`config.mk`:
```
export PLATFORM = sky130hd
export DESIGN_NAME = proc_opstate_ctrl
export DESIGN_NICKNAME = d
export VERILOG_FILES = /design/src/rtl/opst_pkg.sv /design/src/rtl/opst_next.sv /design/src/rtl/opst_outputs.sv /design/src/rtl/proc_opstate_ctrl.sv
export SDC_FILE = /design/constraint.sdc
export NUM_CORES = 1
export LEC_CHECK = 0
export CAP_MARGIN = 20
export CORE_MARGIN = 4
export CORE_UTILIZATION = 47
export DETAILED_ROUTE_END_ITERATION = 7
export PLACE_DENSITY = 0.9
export REMOVE_ABC_BUFFERS = 1
export SYNTH_ARGS = -nofsm -noshare
export SYNTH_HDL_FRONTEND = slang
export SYNTH_HIERARCHICAL = 1
export SYNTH_SLANG_ARGS = --single-unit
```
`constraint.sdc`:
```
create_clock -name clk -period 4.3 [get_ports clk]
set_clock_uncertainty 0.1 [all_clocks]
set_input_delay 0.645 -clock clk [delete_from_list [all_inputs] [get_ports clk]]
set_output_delay 0.645 -clock clk [all_outputs]
set_load 0.005 [all_outputs]
```
`src/rtl/opst_pkg.sv`:
```
package opst_pkg;
    typedef enum logic [2:0] {
        OS_RESET     = 3'd0,
        OS_NORMAL    = 3'd1,
        OS_LOWPWR    = 3'd2,
        OS_DBG_USER  = 3'd3,
        OS_DBG_BREAK = 3'd4
    } opst_e;

    localparam int STATE_W = 3;
    localparam int LP_W    = 2;

    localparam logic [LP_W-1:0] LP_SLEEP    = 2'b00;
    localparam logic [LP_W-1:0] LP_STOP     = 2'b01;
    localparam logic [LP_W-1:0] LP_CLOCK    = 2'b10;
    localparam logic [LP_W-1:0] LP_RESERVED = 2'b11;

    typedef struct packed {
        logic init_rst;
        logic lvl_rst;
        logic force_dbg;
        logic brk;
        logic irq;
        logic reti;
        logic stby;
    } opst_evt_t;
endpackage

```
`src/rtl/opst_next.sv`:
```
module opst_next
    import opst_pkg::*;
#(
    parameter int DOM_W = 3
) (
    input  opst_e            cur_state,
    input  logic             cur_um,
    input  logic             cur_latch,
    input  logic [LP_W-1:0]  cur_lp,
    input  logic [DOM_W-1:0] cur_mask,
    input  opst_evt_t        evt,
    input  logic [LP_W-1:0]  req_mode,
    input  logic             dbg_present,
    output opst_e            nxt_state,
    output logic             nxt_um,
    output logic             nxt_latch,
    output logic [LP_W-1:0]  nxt_lp,
    output logic [DOM_W-1:0] nxt_mask
);
    localparam logic [DOM_W-1:0] MASK_ALL = {DOM_W{1'b1}};
    localparam logic [DOM_W-1:0] MASK_LVL = {{(DOM_W-1){1'b0}}, 1'b1};

    always_comb begin
        nxt_state = cur_state;
        nxt_um    = cur_um;
        nxt_latch = cur_latch;
        nxt_lp    = cur_lp;
        nxt_mask  = cur_mask;
        if (evt.init_rst || evt.lvl_rst) begin
            nxt_state = OS_RESET;
            nxt_um    = 1'b0;
            nxt_mask  = evt.init_rst ? MASK_ALL : MASK_LVL;
            if (evt.init_rst) nxt_latch = 1'b0;
        end else begin
            unique case (cur_state)
                OS_RESET: begin
                    nxt_state = cur_latch ? OS_DBG_USER : OS_NORMAL;
                    nxt_um    = 1'b0;
                end
                OS_NORMAL: begin
                    if (evt.force_dbg && dbg_present) begin
                        nxt_state = OS_DBG_USER;
                        nxt_latch = 1'b1;
                    end else if (evt.irq) begin
                        nxt_um = 1'b0;
                    end else if (evt.reti) begin
                        nxt_um = 1'b1;
                    end else if (evt.stby && req_mode != LP_RESERVED) begin
                        nxt_state = OS_LOWPWR;
                        nxt_lp    = req_mode;
                    end
                end
                OS_LOWPWR: begin
                    if (evt.irq) begin
                        nxt_state = OS_NORMAL;
                        nxt_um    = 1'b0;
                    end
                end
                OS_DBG_USER: begin
                    if (evt.brk) begin
                        nxt_state = OS_DBG_BREAK;
                    end else if (evt.irq) begin
                        nxt_um = 1'b0;
                    end else if (evt.reti) begin
                        nxt_um = 1'b1;
                    end
                end
                OS_DBG_BREAK: begin
                    if (evt.reti) nxt_state = OS_DBG_USER;
                end
                default: nxt_state = OS_RESET;
            endcase
        end
    end
endmodule

```
`src/rtl/opst_outputs.sv`:
```
module opst_outputs
    import opst_pkg::*;
#(
    parameter int DOM_W = 3
) (
    input  opst_e            state,
    input  logic             um,
    input  logic [LP_W-1:0]  lp,
    input  logic [DOM_W-1:0] mask,
    output logic             user_mode,
    output logic [LP_W-1:0]  lp_mode,
    output logic             core_clk_en,
    output logic             mprot_en,
    output logic [DOM_W-1:0] rst_dom_en
);
    always_comb begin
        user_mode   = 1'b0;
        lp_mode     = LP_SLEEP;
        core_clk_en = 1'b1;
        mprot_en    = 1'b1;
        rst_dom_en  = '0;
        unique case (state)
            OS_RESET:     rst_dom_en = mask;
            OS_NORMAL:    user_mode = um;
            OS_LOWPWR: begin
                lp_mode     = lp;
                core_clk_en = (lp == LP_SLEEP);
            end
            OS_DBG_USER:  user_mode = um;
            OS_DBG_BREAK: mprot_en = 1'b0;
            default:      rst_dom_en = mask;
        endcase
    end
endmodule

```
`src/rtl/proc_opstate_ctrl.sv`:
```
module proc_opstate_ctrl
    import opst_pkg::*;
#(
    parameter int DOM_W = 3
) (
    input  logic             clk,
    input  logic             rst_n,
    input  logic             init_rst,
    input  logic             lvl_rst,
    input  logic             irq_evt,
    input  logic             reti_evt,
    input  logic             stby_req,
    input  logic [1:0]       stby_mode,
    input  logic             dbg_present,
    input  logic             force_dbg,
    input  logic             brk_evt,
    output logic [2:0]       op_state,
    output logic             user_mode,
    output logic [1:0]       lp_mode,
    output logic             core_clk_en,
    output logic             mprot_en,
    output logic [DOM_W-1:0] rst_dom_en
);
    opst_e            state_q, state_d;
    logic             um_q, um_d, latch_q, latch_d;
    logic [LP_W-1:0]  lp_q, lp_d;
    logic [DOM_W-1:0] mask_q, mask_d;
    opst_evt_t        evt;

    assign evt = '{init_rst: init_rst, lvl_rst: lvl_rst, force_dbg: force_dbg,
                   brk: brk_evt, irq: irq_evt, reti: reti_evt, stby: stby_req};

    opst_next #(.DOM_W(DOM_W)) u_next (
        .cur_state(state_q), .cur_um(um_q), .cur_latch(latch_q), .cur_lp(lp_q),
        .cur_mask(mask_q), .evt(evt), .req_mode(stby_mode), .dbg_present(dbg_present),
        .nxt_state(state_d), .nxt_um(um_d), .nxt_latch(latch_d), .nxt_lp(lp_d),
        .nxt_mask(mask_d)
    );

    always_ff @(posedge clk or negedge rst_n) begin
        if (!rst_n) begin
            state_q <= OS_RESET;
            um_q    <= 1'b0;
            latch_q <= 1'b0;
            lp_q    <= LP_SLEEP;
            mask_q  <= {DOM_W{1'b1}};
        end else begin
            state_q <= state_d;
            um_q    <= um_d;
            latch_q <= latch_d;
            lp_q    <= lp_d;
            mask_q  <= mask_d;
        end
    end

    opst_outputs #(.DOM_W(DOM_W)) u_out (
        .state(state_q), .um(um_q), .lp(lp_q), .mask(mask_q),
        .user_mode(user_mode), .lp_mode(lp_mode), .core_clk_en(core_clk_en),
        .mprot_en(mprot_en), .rst_dom_en(rst_dom_en)
    );

    assign op_state = state_q;

    p_reset_entry_r1: assert property (@(posedge clk) disable iff (!rst_n)
        (init_rst || lvl_rst) |=> (op_state == OS_RESET));

    p_reset_exit_r2: assert property (@(posedge clk) disable iff (!rst_n)
        (op_state == OS_RESET && !init_rst && !lvl_rst) |=>
        ((op_state == OS_NORMAL || op_state == OS_DBG_USER) && !user_mode));

    p_stay_lowpwr_r5: assert property (@(posedge clk) disable iff (!rst_n)
        (op_state == OS_LOWPWR && !irq_evt && !init_rst && !lvl_rst) |=>
        (op_state == OS_LOWPWR && $stable(lp_mode)));

    p_clock_gate_r6: assert property (@(posedge clk) disable iff (!rst_n)
        (op_state == OS_LOWPWR && lp_mode != LP_SLEEP) |-> !core_clk_en);

    p_break_priv_r8: assert property (@(posedge clk) disable iff (!rst_n)
        (op_state == OS_DBG_BREAK) |-> (!user_mode && !mprot_en));

    p_dbg_exit_r9: assert property (@(posedge clk) disable iff (!rst_n)
        (op_state == OS_DBG_USER || op_state == OS_DBG_BREAK) |=>
        (op_state == OS_DBG_USER || op_state == OS_DBG_BREAK || op_state == OS_RESET));
endmodule

```
==> impl_metrics.env <==
export IMPL_status="complete, no violations"
export IMPL_rows=13
export IMPL_gp_congestion=0.807
export IMPL_final_area_sq_um=942
export IMPL_min_path_type="register to register"
export IMPL_diodes=0
export IMPL_synthArstFlopShare=1.00
export IMPL_cp_max_fo=19
export IMPL_maxCapViolations=0
export IMPL_setup_tns_ps=0
export IMPL_netlist_instances=72
export IMPL_post_route_drc_count=0
export IMPL_setup_ws_ps=1480
export IMPL_r2r_worst_path_cells=3
export IMPL_synth_flop_cell="dfrtp_1"
export IMPL_wirelength_mm=1.80
export IMPL_pin_count=23
export IMPL_clkTransAtPathRegs_ps=70
export IMPL_ant_nets=0
export IMPL_layout_commonest_cell="clkdlybuf4s50_1"
export IMPL_crit_reg2reg_launch="op_state[0]"
export IMPL_met3WireLength_microns=134
export IMPL_timing_rr_end="lp_q[1]"
export IMPL_syn_to_final_growth_pct=36.7
export IMPL_power_density_nw_per_um2=248
export IMPL_final_seq_area_sq_um=254
export IMPL_ctsHoldBuffers=0
export IMPL_grt_pass1_wl_mm=2.92
export IMPL_synth_warnings=6
export IMPL_max_freq_ghz=0.355
export IMPL_vias=687
export IMPL_clock_sinks=10
export IMPL_syn_avg_cell_area_sq_um=9.58
export IMPL_via_per_inst=6.19
export IMPL_die_area_sq_um=2140
export IMPL_dp_hpwl_mm=1.30
export IMPL_ys_types=34
export IMPL_antenna_found_initial=0
export IMPL_drt_first_pass_iters=4
export IMPL_grt_max_degree=20
export IMPL_multi_input_area_sq_um=405
export IMPL_die_w_microns=46.3
export IMPL_period_share=0.656
export IMPL_grt_pass1_vias=640
export IMPL_mostFrequentLayoutCells="clkdlybuf4s50_1 (22), nand2_1 (8), dfrtp_1 (7), o21ai_0 (5), nor2_1 (4)"
export IMPL_met1_length_microns=693
export IMPL_cts_setup_buffers=0
export IMPL_cts_buffers=3
export IMPL_rsz0062_at_grt="false"
export IMPL_tightestPinTransition_ps=527
export IMPL_topRoutingLayerUsed="met4"
export IMPL_p_leak_nw=0.395
export IMPL_worstSkewPairLatency_ps=260
export IMPL_synth_edf_count=0
export IMPL_die_h_microns=46.3
export IMPL_start_util=0.517
export IMPL_gr_usage_all_layers=0.194
export IMPL_gr_total_overflow=0
export IMPL_cts_path_max_buffers=2
export IMPL_maxSlewViolCount=0
export IMPL_crit_path_end_kind="output pin"
export IMPL_drive_above_1_share=0.135
export IMPL_wl_met2_microns=947
export IMPL_post_drt_wl_per_cell_microns=16.2
export IMPL_stdcell_count=111
export IMPL_crit_required_ps=3560
export IMPL_drt_iter0_drc=26
export IMPL_ys_seq_area_frac=0.368
export IMPL_core_area_sq_um=1330
export IMPL_tritoncts="built"
export IMPL_htree_levels=1
export IMPL_place_ws_ps=1780
export IMPL_critical_path_class="register to output pin"
export IMPL_vdd_drop_max_uv=164
export IMPL_final_min_clock_period_ps=2820
export IMPL_fillCellCount=116
export IMPL_post_cts_resized=0
export IMPL_syn_area_sq_um=689
export IMPL_crit_path_end="rst_dom_en[1]"
export IMPL_ys_ff_latch=10
export IMPL_placed_cell_area_sq_um=906
export IMPL_hold_start="latch_q"
export IMPL_port_buffers=22
export IMPL_max_slew_margin_rel=0.648
export IMPL_r2r_slack_ps=2570
export IMPL_report_final_hold_viol_count=0
export IMPL_arrival_ps=2070
export IMPL_crit_path_start_kind="register"
export IMPL_dp_cells=107
export IMPL_layout_nets=109
export IMPL_root_buffer="clkbuf_4"
export IMPL_setup_violations=0
export IMPL_setup_worst_path_start="op_state[0]"
export IMPL_holdWs_ps=418
==> cells in the mapped netlist (3+ instances only) <==
cell type	instances	area [sq um]
o21ai_0	5	25.0
nor2_1	4	15.0
nand2_1	8	30.0
dfrtp_1	7	175
or4b_1	3	30.0
nor2b_1	3	18.8
dfstp_2	3	78.8
==> metal layers <==
metal,vias to the layer above,GRT usage
li1,328,-
met1,325,0.243
met2,30,0.321
met3,4,0.0391
met4,0,0.0795
met5,-,0
==> worst min-delay path by stage <==
stage / end / cells past startpoint / slack, ps
after CTS: latch_q / 2 / 410
after global routing: latch_q / 2 / 430
final: latch_q / 2 / 420
after detailed placement: latch_q / 2 / 390
after floorplan: latch_q / 0 / 250
after global placement: latch_q / 2 / 370
==> critical path, stage by stage (launching register included) <==
cell             delay (ps)
dfrtp_1                 570
or4b_1                  590
o21ai_0                 110
clkdlybuf4s50_1         540
==> sequential cells by signal, summed over array words and instances, names as in the netlist <==
| signal | cells |
|---|---|
| latch_q | 1 |
| lp_q | 2 |
| op_state | 3 |
| mask_q | 3 |
| um_q | 1 |
==> power by group <==
group	switching, mW	internal (mW)
logic	0.0183	0.0252
registers	0.00579	0.0990
clock network	0.0341	0.0514
total	0.0581	0.176
==> area by class of cell <==
type,instances,area share
clock buffer,4,0.0385
inverter,2,0.00797
multi-input combinational,58,0.430
sequential,10,0.270
tap,15,0.0199
timing repair buffer,22,0.234
==> kinds of logic after synthesis <==
logic type / after synthesis / synth area share
and+or+nand+nor: 34 / 0.316
AOI/OAI and AO/OA: 21 / 0.225
DFF: 10 / 0.368
buffers and inverters: 4 / 0.0436
muxes: 3 / 0.0472
==> per-stage QoR <==
step	utilization	total power, mW
floorplan	-	0.122
global placement	0.679	0.147
detailed placement	0.679	0.149
CTS	0.706	0.235
global route	0.706	0.246
finish	0.706	0.234
(Power assumes the default switching activity.)
